## src/rtl/nhw_pkg.sv

```systemverilog
package nhw_pkg;
  localparam int unsigned PAGE_W = 8;
  localparam int unsigned BYTE_W = 8;

  // configuration page offsets
  localparam logic [PAGE_W-1:0] CFG_CTRL_OFF = 8'h04;
  localparam logic [PAGE_W-1:0] CFG_BASE_OFF = 8'h10;

  // window offsets
  localparam logic [PAGE_W-1:0] WIN_MODE_OFF = 8'h04;
  localparam logic [PAGE_W-1:0] WIN_STAT_OFF = 8'h05;
  localparam logic [PAGE_W-1:0] WIN_ISR_OFF  = 8'h06;
  localparam logic [PAGE_W-1:0] WIN_IMR_OFF  = 8'h07;

  localparam logic [BYTE_W-1:0] STATUS_VAL = 8'h14;

  typedef enum logic [1:0] {
    ECC_OFF = 2'b00,
    ECC_ON  = 2'b01,
    ECC_RD  = 2'b10,
    ECC_CLR = 2'b11
  } ecc_sel_e;

  // mode register bit positions
  localparam int unsigned MB_CLE = 0;
  localparam int unsigned MB_ALE = 1;
  localparam int unsigned MB_CEOFF = 4;
  localparam int unsigned MB_ECC_LO = 5;
  localparam int unsigned MB_WP = 7;
endpackage

```

## src/rtl/nhw_cfg.sv

```systemverilog
module nhw_cfg
  import nhw_pkg::*;
#(
  parameter int unsigned AW = 32
) (
  input  logic              clk_i,
  input  logic              rst_ni,
  input  logic              wr_i,
  input  logic [PAGE_W-1:0] off_i,
  input  logic [BYTE_W-1:0] wdata_i,
  output logic              en_o,
  output logic [AW-1:0]     base_o,
  output logic [BYTE_W-1:0] rdata_o
);
  localparam int unsigned NLANE = AW / BYTE_W;

  logic en_q;
  logic [BYTE_W-1:0] lane_rd [NLANE];
  logic [NLANE-1:0]  lane_hit;

  always_ff @(posedge clk_i or negedge rst_ni) begin
    if (!rst_ni)                        en_q <= 1'b0;
    else if (wr_i && off_i == CFG_CTRL_OFF) en_q <= wdata_i[1];
  end

  for (genvar g = 0; g < NLANE; g++) begin : g_lane
    logic [BYTE_W-1:0] lane_q;
    assign lane_hit[g] = (off_i == CFG_BASE_OFF + PAGE_W'(g));
    always_ff @(posedge clk_i or negedge rst_ni) begin
      if (!rst_ni)                 lane_q <= '0;
      else if (wr_i && lane_hit[g]) lane_q <= wdata_i;
    end
    assign base_o[g*BYTE_W +: BYTE_W] = lane_q;
    assign lane_rd[g] = lane_hit[g] ? lane_q : '0;

    // a lane write lands in that byte of the base
    a_r2_lane_write: assert property (@(posedge clk_i) disable iff (!rst_ni)
      (wr_i && lane_hit[g]) |=> (base_o[g*BYTE_W +: BYTE_W] == $past(wdata_i)));
  end

  always_comb begin
    rdata_o = (off_i == CFG_CTRL_OFF) ? {6'b0, en_q, 1'b0} : '0;
    for (int i = 0; i < NLANE; i++) rdata_o |= lane_rd[i];
  end

  assign en_o = en_q;

  // enable follows bit 1 of a control write
  a_r1_enable_write: assert property (@(posedge clk_i) disable iff (!rst_ni)
    (wr_i && off_i == CFG_CTRL_OFF) |=> (en_o == $past(wdata_i[1])));
endmodule

```

## src/rtl/nhw_regs.sv

```systemverilog
module nhw_regs
  import nhw_pkg::*;
(
  input  logic              clk_i,
  input  logic              rst_ni,
  input  logic              wr_i,
  input  logic              rd_i,
  input  logic [PAGE_W-1:0] off_i,
  input  logic [BYTE_W-1:0] wdata_i,
  output logic [BYTE_W-1:0] rdata_o,
  output logic [BYTE_W-1:0] nand_dout_o,
  output logic              nand_wr_o,
  input  logic [BYTE_W-1:0] nand_din_i,
  output logic              nand_rd_o,
  output logic              nand_cle_o,
  output logic              nand_ale_o,
  output logic              nand_ce_o,
  output logic              nand_wp_o,
  output logic [1:0]        ecc_mode_o,
  output logic              ecc_rst_o,
  output logic              irq_o
);
  logic [BYTE_W-1:0] mode_q, isr_q, imr_q, dout_q;
  logic wr_q, ecc_rst_q;
  logic data_hit, wr_data, wr_mode, wr_isr, wr_imr;
  ecc_sel_e ecc_sel, ecc_new;

  assign data_hit = (off_i[PAGE_W-1:2] == '0);
  assign wr_data  = wr_i && data_hit;
  assign wr_mode  = wr_i && off_i == WIN_MODE_OFF;
  assign wr_isr   = wr_i && off_i == WIN_ISR_OFF;
  assign wr_imr   = wr_i && off_i == WIN_IMR_OFF;
  assign ecc_new  = ecc_sel_e'(wdata_i[MB_ECC_LO +: 2]);

  always_ff @(posedge clk_i or negedge rst_ni) begin
    if (!rst_ni) begin
      mode_q    <= '0;
      isr_q     <= '0;
      imr_q     <= '0;
      dout_q    <= '0;
      wr_q      <= 1'b0;
      ecc_rst_q <= 1'b0;
    end else begin
      wr_q      <= wr_data;
      ecc_rst_q <= wr_mode && (ecc_new == ECC_ON || ecc_new == ECC_CLR);
      if (wr_mode) mode_q <= wdata_i;
      if (wr_data) dout_q <= wdata_i;
      if (wr_imr)  imr_q  <= wdata_i;
      if (wr_isr)       isr_q    <= wdata_i;
      else if (wr_data) isr_q[0] <= 1'b1;
    end
  end

  assign ecc_sel = ecc_sel_e'(mode_q[MB_ECC_LO +: 2]);

  always_comb begin
    unique case (1'b1)
      data_hit:                 rdata_o = nand_din_i;
      off_i == WIN_MODE_OFF:    rdata_o = mode_q;
      off_i == WIN_STAT_OFF:    rdata_o = STATUS_VAL;
      off_i == WIN_ISR_OFF:     rdata_o = isr_q;
      off_i == WIN_IMR_OFF:     rdata_o = imr_q;
      default:                  rdata_o = '0;
    endcase
    if (!rd_i) rdata_o = '0;
  end

  assign nand_rd_o   = rd_i && data_hit;
  assign nand_wr_o   = wr_q;
  assign nand_dout_o = dout_q;
  assign nand_cle_o  = mode_q[MB_CLE];
  assign nand_ale_o  = mode_q[MB_ALE];
  assign nand_ce_o   = ~mode_q[MB_CEOFF];
  assign nand_wp_o   = mode_q[MB_WP];
  assign ecc_mode_o  = ecc_sel;
  assign ecc_rst_o   = ecc_rst_q;
  assign irq_o       = imr_q[7] && |(imr_q & isr_q);

  // chip enable is the inverse of the written bit 4
  a_r4_ce_follows: assert property (@(posedge clk_i) disable iff (!rst_ni)
    wr_mode |=> (nand_ce_o == !$past(wdata_i[MB_CEOFF])));
  // write strobe only after a data-port write, carrying its byte
  a_r5_wr_strobe: assert property (@(posedge clk_i) disable iff (!rst_ni)
    wr_data |=> (nand_wr_o && nand_dout_o == $past(wdata_i)));
  a_r5_wr_cause: assert property (@(posedge clk_i) disable iff (!rst_ni)
    nand_wr_o |-> $past(wr_data));
  // ecc reset pulse only after a mode write selecting enable or clear
  a_r6_ecc_cause: assert property (@(posedge clk_i) disable iff (!rst_ni)
    ecc_rst_o |-> ($past(wr_mode) && $past(wdata_i[MB_ECC_LO])));
  // data write sets status bit 0
  a_r8_isr_set: assert property (@(posedge clk_i) disable iff (!rst_ni)
    wr_data |=> isr_q[0]);
  // the interrupt only rises after a register write
  a_r9_irq_cause: assert property (@(posedge clk_i) disable iff (!rst_ni)
    $rose(irq_o) |-> $past(wr_i));
endmodule

```

## src/rtl/nand_host_window.sv

```systemverilog
module nand_host_window
  import nhw_pkg::*;
#(
  parameter int unsigned AW       = 32,
  parameter int unsigned CFG_PAGE = 1
) (
  input  logic          clk_i,
  input  logic          rst_ni,
  input  logic          req_i,
  input  logic          we_i,
  input  logic [AW-1:0] addr_i,
  input  logic [7:0]    wdata_i,
  output logic [7:0]    rdata_o,
  output logic [7:0]    nand_dout_o,
  output logic          nand_wr_o,
  input  logic [7:0]    nand_din_i,
  output logic          nand_rd_o,
  output logic          nand_cle_o,
  output logic          nand_ale_o,
  output logic          nand_ce_o,
  output logic          nand_wp_o,
  output logic [1:0]    ecc_mode_o,
  output logic          ecc_rst_o,
  output logic          irq_o
);
  localparam int unsigned PG_W = AW - PAGE_W;

  logic [PG_W-1:0]   page;
  logic [PAGE_W-1:0] off;
  logic              cfg_hit, win_hit, win_en;
  logic [AW-1:0]     win_base;
  logic [BYTE_W-1:0] cfg_rdata, win_rdata;

  assign page    = addr_i[AW-1:PAGE_W];
  assign off     = addr_i[PAGE_W-1:0];
  assign cfg_hit = (page == PG_W'(CFG_PAGE));
  assign win_hit = !cfg_hit && win_en && ({page, {PAGE_W{1'b0}}} == win_base);

  nhw_cfg #(.AW(AW)) i_cfg (
    .clk_i   (clk_i),
    .rst_ni  (rst_ni),
    .wr_i    (req_i && we_i && cfg_hit),
    .off_i   (off),
    .wdata_i (wdata_i),
    .en_o    (win_en),
    .base_o  (win_base),
    .rdata_o (cfg_rdata)
  );

  nhw_regs i_regs (
    .clk_i       (clk_i),
    .rst_ni      (rst_ni),
    .wr_i        (req_i && we_i && win_hit),
    .rd_i        (req_i && !we_i && win_hit),
    .off_i       (off),
    .wdata_i     (wdata_i),
    .rdata_o     (win_rdata),
    .nand_dout_o (nand_dout_o),
    .nand_wr_o   (nand_wr_o),
    .nand_din_i  (nand_din_i),
    .nand_rd_o   (nand_rd_o),
    .nand_cle_o  (nand_cle_o),
    .nand_ale_o  (nand_ale_o),
    .nand_ce_o   (nand_ce_o),
    .nand_wp_o   (nand_wp_o),
    .ecc_mode_o  (ecc_mode_o),
    .ecc_rst_o   (ecc_rst_o),
    .irq_o       (irq_o)
  );

  always_comb begin
    rdata_o = '0;
    if (req_i && !we_i) begin
      if (cfg_hit)      rdata_o = cfg_rdata;
      else if (win_hit) rdata_o = win_rdata;
    end
  end

  // a write outside the window gives no flash strobe
  a_r3_no_stray_wr: assert property (@(posedge clk_i) disable iff (!rst_ni)
    (req_i && we_i && !win_hit) |=> !nand_wr_o);
  // read strobe only inside an enabled window
  a_r3_rd_gated: assert property (@(posedge clk_i) disable iff (!rst_ni)
    nand_rd_o |-> (req_i && !we_i && win_en));
  // pins leave reset at their idle values
  a_r10_reset_idle: assert property (@(posedge clk_i)
    $rose(rst_ni) |-> (nand_ce_o && !irq_o && !nand_wr_o));
endmodule

```

## config.mk

```make
export PLATFORM = sky130hd
export DESIGN_NAME = nand_host_window
export DESIGN_NICKNAME = d
export VERILOG_FILES = /design/src/rtl/nhw_pkg.sv /design/src/rtl/nhw_cfg.sv /design/src/rtl/nhw_regs.sv /design/src/rtl/nand_host_window.sv
export SDC_FILE = /design/constraint.sdc
export NUM_CORES = 1
export LEC_CHECK = 0
export CORE_MARGIN = 2
export CORE_UTILIZATION = 50
export CTS_CLUSTER_DIAMETER = 200
export DETAILED_ROUTE_END_ITERATION = 7
export GPL_ROUTABILITY_DRIVEN = 0
export GPL_TIMING_DRIVEN = 0
export PLACE_DENSITY = 0.87
export REMOVE_ABC_BUFFERS = 1
export SKIP_LAST_GASP = 1
export SLEW_MARGIN = 10
export SYNTH_ARGS = -nofsm -noshare
export SYNTH_HDL_FRONTEND = slang
export SYNTH_HIERARCHICAL = 1
export SYNTH_SLANG_ARGS = --single-unit
```

## constraint.sdc

```tcl
create_clock -name clk_i -period 3.85 [get_ports clk_i]
set_input_delay 0.9625 -clock clk_i [delete_from_list [all_inputs] [get_ports clk_i]]
set_output_delay 0.9625 -clock clk_i [all_outputs]
set_load 0.02 [all_outputs]
```

==> run_results.csv, run 1 <==
group,metric,value,unit
worst_hold_path,hp-start,"i_regs/nand_dout_o[1]$_DFFE_PN0P_",
yosys,synth_compound_area_frac,0.0592,
final_layout,areaGrowthSynthToFinish,32.4,%
yosys,async_flop_share,1.00,
yosys,ys.flop_type,"dfrtp_1",
final_layout,diodes,0,
grt,grt_max_degree,68,
placement,hpwlAfterDp,7320,um
critical_path,path_class,"input port to primary output",
worst_hold_path,hp-class,"flip-flop to flip-flop",
power_and_ir_drop,total_power,1.44,mW
critical_path,rrSetupSlack,0.96,ns
floorplan,pin_count,78,
clock_tree,clock-sinks,67,
sta,post-route-period-util,1.02,
yosys,yosys.area_share.adder,0,
sta,max_freq,0.254,GHz
yosys,synth_warnings,6,
grt,grt_pass1_vias,3153,
yosys,synth.avg_cell_area,12.7,um2
sta,setup_ws,-0.0918,ns
power_and_ir_drop,power_frac_seq,0.490,
grt,grt_antenna_before_repair,0,
detailed_routing,drt-vias-per-instance,6.26,
sta,setup_viol,6,
yosys,ys_top_cells_by_count,"67 x dfrtp_1, 64 x mux2_2, 23 x xnor2_1",
floorplan,die_y,92.4,um
floorplan,num_rows,32,
yosys,yosysMostFrequentCell,"dfrtp_1",
yosys,netlist_area,3910,um2
yosys,synth_area_leaders,"dfrtp_1 43%, mux2_2 18%, xnor2_1 5.2%",
critical_path,crit_fanout,5,
sta,slew_headroom,0.435,
floorplan,core_area,7650,um2
critical_path,cp.required,2.89,ns
yosys,synth_simple_gate_area_share,0.176,
detailed_routing,vias,3147,
sta,clock_skew,0.00772,ns
job,drv_cap,0,
yosys,synth_top_family_by_area,"multiplexers",
outcome,status,"finished, violations left",
power_and_ir_drop,p_int,1.08,mW
floorplan,start_util,0.511,
yosys,synthMuxAreaShare,0.258,
yosys,synth_cells,307,
detailed_routing,drt_first_pass_iters,5,
critical_path,r2r_cells,9,
power_and_ir_drop,power_leakage,2.28,nW
final_layout,final_util,0.677,
floorplan,fp.dieW,92.4,um
outcome,violations,"negative setup slack",
power_and_ir_drop,combPwrFrac,0.105,
placement,port_buffers,77,
final_layout,drive_gt1_frac,0.429,
sta,hold_viol,0,
clock_tree,insertion_delay,0.34,ns
yosys,yosysTopAreaCell,"dfrtp_1",
critical_path,cp-end-kind,"primary output",
yosys,synth-edff-count,0,
clock_tree,cts_root_buf,"clkbuf_8",
grt,grt_pass1_wl,16700,um
worst_hold_path,holdPathEnd,"i_regs/nand_dout_o[1]$_DFFE_PN0P_",
worst_hold_path,hold_depth,1,
power_and_ir_drop,netSwitchingFraction,0.245,
power_and_ir_drop,ir_drop,0.178,mV
sta,worstMarginPinSlew,0.848,ns
clock_tree,h-tree-depth,3,
critical_path,startpoint_type,"input port",
clock_tree,cts_tree,"yes",
power_and_ir_drop,p_per_area,277,nW/um2
detailed_routing,ant_nets,0,
critical_path,r2r-start,"i_cfg/g_lane[0].lane_q[3]$_DFFE_PN0P_",
critical_path,arrival,2.98,ns
detailed_routing,drt-initial-drc-count,225,
sta,rsz0062_at_grt,"true",
clock_tree,clkTransAtPathRegs,0.07,ns
floorplan,dieArea,8550,um2
critical_path,r2r_end,"i_regs/imr_q[3]$_DFFE_PN0P_",
clock_tree,clk_path_buf_depth,2,
detailed_routing,routed_wl,10600,um
yosys,yosys_register_bits,67,
clock_tree,cts_buffers,9,
power_and_ir_drop,p_clk_frac,0.405,
yosys,yosysSeqAreaShare,0.429,
grt,grt_usage,0.255,
sta,fin_crit,3.94,ns
grt,grt_overflow,0,
power_and_ir_drop,p_switching,352,uW
detailed_routing,drc,0,
yosys,synthDistinctLibCells,46,
yosys,synth_top_area_share,0.429,
detailed_routing,wire_per_inst,21.2,um
yosys,synth_xor_area_frac,0.0537,
final_layout,fin_nets,448,
sta,slew_violations,0,
[worst max-delay path by stage]
stage,start,endpoint,slack (ns),depth (start not counted)
after floorplan,addr_i[21],rdata_o[0],0.10,8
after global placement,addr_i[8],rdata_o[1],-1.35,11
after detailed placement,addr_i[8],rdata_o[4],-1.40,11
after CTS,addr_i[21],rdata_o[0],-0.07,10
after global routing,addr_i[26],rdata_o[0],-0.19,10
final,addr_i[26],rdata_o[1],-0.09,10
[cell type report]
class	instances	area, um2
Clock buffer	11	141
Inverter	5	18.8
Clock inverter	5	52.6
Fill cell	548	2470
Sequential cell	67	1680
Timing Repair Buffer	90	851
Tap cell	102	128
Multi-Input combinational cell	223	2310
[power groups by stage]
stage	Sequential (mW)	Clock, mW	Combinational, mW
finish	0.703	0.582	0.151
global route	0.703	0.619	0.162
CTS	0.703	0.588	0.145
detailed placement	0.717	0	0.145
global placement	0.717	0	0.142
floorplan	0.717	0	0.0370
[state kept, by name (all words and copies together), names as in the netlist]
name / flops
i_regs/nand_wr_o: 1
i_cfg/en_o: 1
i_cfg/g_lane.lane_q: 32
i_regs/mode_q: 8
i_regs/ecc_rst_o: 1
i_regs/isr_q: 8
i_regs/imr_q: 8
i_regs/nand_dout_o: 8
[critical path, cell delays in order]
cell,delay (ns)
clkdlybuf4s15_2,0.21
xnor2_2,0.12
nand4_1,0.16
nor4_4,0.38
and4_4,0.33
nand3_4,0.15
a31oi_4,0.21
and4_1,0.20
a32o_2,0.14
buf_6,0.12
[metrics by stage]
| step | hold slack (ns) | area, um2 | instances | TNS (ns) | worst slack (ns) |
|---|---|---|---|---|---|
| global route | 0.527 | 5180 | 503 | -0.964 | -0.186 |
| finish | 0.507 | 5180 | 503 | -0.388 | -0.0918 |
| floorplan | 0.475 | 3830 | 294 | 0 | 0.101 |
| detailed placement | 0.496 | 4730 | 473 | -15.46 | -1.40 |
| CTS | 0.512 | 5080 | 495 | -0.207 | -0.0656 |
| global placement | 0.490 | 4730 | 473 | -30.73 | -1.35 |
[cells by family after synthesis]
kind of cell    count (synthesis)
compound gates                 31
xor+xnor                       24
buf+inv                        18
flops                          67
mux                            80
simple gates                   87
[cell usage in the layout, fill, tap and decap left out, types with 6 or more instances in the layout]
cell	Yosys	layout
a21oi_2	0	6
a32o_2	0	8
and4_1	8	8
buf_4	3	14
buf_6	2	8
clkbuf_8	0	10
clkdlybuf4s50_1	0	40
dfrtp_1	67	67
dlygate4sd2_1	0	13
mux2_2	64	64
mux2_4	8	8
mux4_2	7	7
nand4_1	9	9
nor2b_1	14	13
xnor2_1	23	18
[what timing repair did]
item	in CTS	in global routing
setup endpoints to repair	9	8
hold buffers	0	0
hold endpoints to repair	0	0
resized for setup	130	15
gates cloned	1	0
pin swaps	26	14
buffers inserted	5	8
[layer usage]
layer	routed length [um]	vias to the layer above	global-route usage
li1	-	1368	-
met1	4350	1597	0.337
met2	5310	156	0.418
met3	683	26	0.0504
met4	303	0	0.0958
met5	0	-	0
Note: power is estimated with default switching activity, not from simulation.
==> run 2, diff against run 1 <==
--- a/config.mk
+++ b/config.mk
@@ -11,7 +11,7 @@
 export DETAILED_ROUTE_END_ITERATION = 7
 export GPL_ROUTABILITY_DRIVEN = 0
 export GPL_TIMING_DRIVEN = 0
-export PLACE_DENSITY = 0.87
+export PLACE_DENSITY = 0.88
 export REMOVE_ABC_BUFFERS = 1
 export SKIP_LAST_GASP = 1
 export SLEW_MARGIN = 10
==> run_results.csv, run 2 (same netlist as run 1, synthesis figures left out) <==
group,metric,value,unit
floorplan,start_util,0.511,
final_layout,diodes,0,
grt,grt_max_degree,68,
critical_path,rrSetupSlack,1.09,ns
placement,hpwlAfterDp,7010,um
sta,setup_ws,-0.0967,ns
sta,slew_headroom,0.440,
clock_tree,cts_buffers,9,
sta,hold_viol,0,
worst_hold_path,hp-class,"flip-flop to flip-flop",
clock_tree,clk_path_buf_depth,2,
final_layout,largest_reg_flops,32,
clock_tree,clock-sinks,67,
floorplan,num_rows,32,
power_and_ir_drop,p_per_area,269,nW/um2
final_layout,areaGrowthSynthToFinish,30.7,%
critical_path,startpoint_type,"input port",
final_layout,final_util,0.668,
critical_path,crit_fanout,5,
sta,max_freq,0.253,GHz
outcome,status,"finished, violations left",
critical_path,path_class,"input port to primary output",
detailed_routing,drt-initial-drc-count,229,
detailed_routing,drt-vias-per-instance,6.16,
floorplan,pin_count,78,
critical_path,cp-end-kind,"primary output",
grt,grt_overflow,0,
sta,post-route-period-util,1.03,
sta,fin_crit,3.95,ns
critical_path,r2r_end,"i_regs/mode_q[3]$_DFFE_PN0P_",
clock_tree,clkTransAtPathRegs,0.07,ns
floorplan,dieArea,8550,um2
sta,slew_violations,0,
sta,whs,0.505,ns
final_layout,final_common_cell,"dfrtp_1",
worst_hold_path,hp-start,"i_regs/nand_dout_o[6]$_DFFE_PN0P_",
critical_path,r2r-start,"i_cfg/g_lane[0].lane_q[0]$_DFFE_PN0P_",
placement,port_buffers,77,
clock_tree,cts_tree,"yes",
outcome,violations,"negative setup slack",
floorplan,die_y,92.4,um
sta,clock_skew,0.00936,ns
final_layout,top_register,"i_cfg/g_lane.lane_q",
floorplan,core_area,7650,um2
floorplan,fp.dieW,92.4,um
sta,setup_viol,8,
clock_tree,insertion_delay,0.34,ns
final_layout,mostFrequentLayoutCells,"67 x dfrtp_1, 64 x mux2_2, 40 x clkdlybuf4s50_1",
detailed_routing,drc,0,
grt,grt_pass1_vias,3003,
critical_path,r2r_cells,8,
sta,rsz0062_at_grt,"true",
placement,place_inst,473,
power_and_ir_drop,ir_drop,0.163,mV
critical_path,cp.required,2.89,ns
job,drv_cap,0,
grt,grt_pass1_wl,15900,um
detailed_routing,ant_nets,0,
critical_path,arrival,2.98,ns
worst_hold_path,hold_depth,1,
final_layout,fin_nets,443,
clock_tree,cts_root_buf,"clkbuf_8",
detailed_routing,wire_per_inst,21.6,um
clock_tree,h-tree-depth,3,
detailed_routing,drt_first_pass_iters,4,
detailed_routing,vias,3070,
sta,worstMarginPinSlew,0.841,ns
worst_hold_path,holdPathEnd,"i_regs/nand_dout_o[6]$_DFFE_PN0P_",
final_layout,layout.cells.non_filler,498,
final_layout,drive_gt1_frac,0.452,
power_and_ir_drop,power_leakage,2.26,nW
grt,grt_usage,0.246,
grt,grt_antenna_before_repair,0,
detailed_routing,routed_wl,10700,um
clock_tree,cts_hold_buf,0,
==> run 2: final cells by class <==
cell class              instances  area [um2]
fillers                       535        2540
multi-input cells             223        2350
flip-flops and latches         67        1680
repair buffers                 85         766
clock buffers                  14         163
well taps                     102         128
inverters                       5        18.8
clock inverters                 2        10.0
==> run 2: timing repair <==
item                                    CTS  global route
cloned                                    1             0
buffers inserted                          5             3
pin swaps                                28            16
gates resized for setup                 136            45
endpoints found under the setup margin    9             8
==> run 2: worst max path at each step <==
stage	from	endpoint	slack (ns)	cells past startpoint
floorplan	addr_i[21]	rdata_o[0]	0.10	8
global placement	addr_i[8]	rdata_o[1]	-1.36	11
detailed placement	addr_i[8]	rdata_o[1]	-1.40	11
CTS	addr_i[27]	rdata_o[1]	0.003	10
global route	addr_i[14]	rdata_o[1]	-0.17	11
finish	addr_i[17]	rdata_o[1]	-0.1	11
==> run 2: per-layer routing <==
metal,track usage,vias up,wire [um]
met5,0,-,0
li1,-,1354,-
met2,0.398,147,5230
met3,0.0431,24,626
met1,0.325,1545,4540
met4,0.108,0,342
==> run 2: power by group <==
group / internal [mW] / switching, mW
Sequential: 0.704 / 0.00000000165
Clock: 0.268 / 0.254
Combinational: 0.0662 / 0.0849
Total: 1.04 / 0.339
==> run 2: worst max-delay path: stages <==
cell and delay [ns]:
dlygate4sd2_1 0.26, nor4_1 0.08, nand2_1 0.11, nor2_4 0.06
nor4_4 0.35, and4_4 0.33, nand3_4 0.14, a31oi_4 0.20
and4_1 0.22, a32o_2 0.15, buf_6 0.12
==> run 2: per-stage QoR <==
stage | TNS, ns | power, mW | area (um2) | setup WS (ns)
6_report | -0.391 | 1.38 | 5110 | -0.0967
5_1_grt | -1.05 | 1.42 | 5110 | -0.168
4_1_cts | 0 | 1.37 | 4990 | 0.00281
3_5_place_dp | -14.39 | 0.861 | 4730 | -1.40
3_3_place_gp | -30.81 | 0.859 | 4730 | -1.36
2_1_floorplan | 0 | 0.754 | 3830 | 0.101
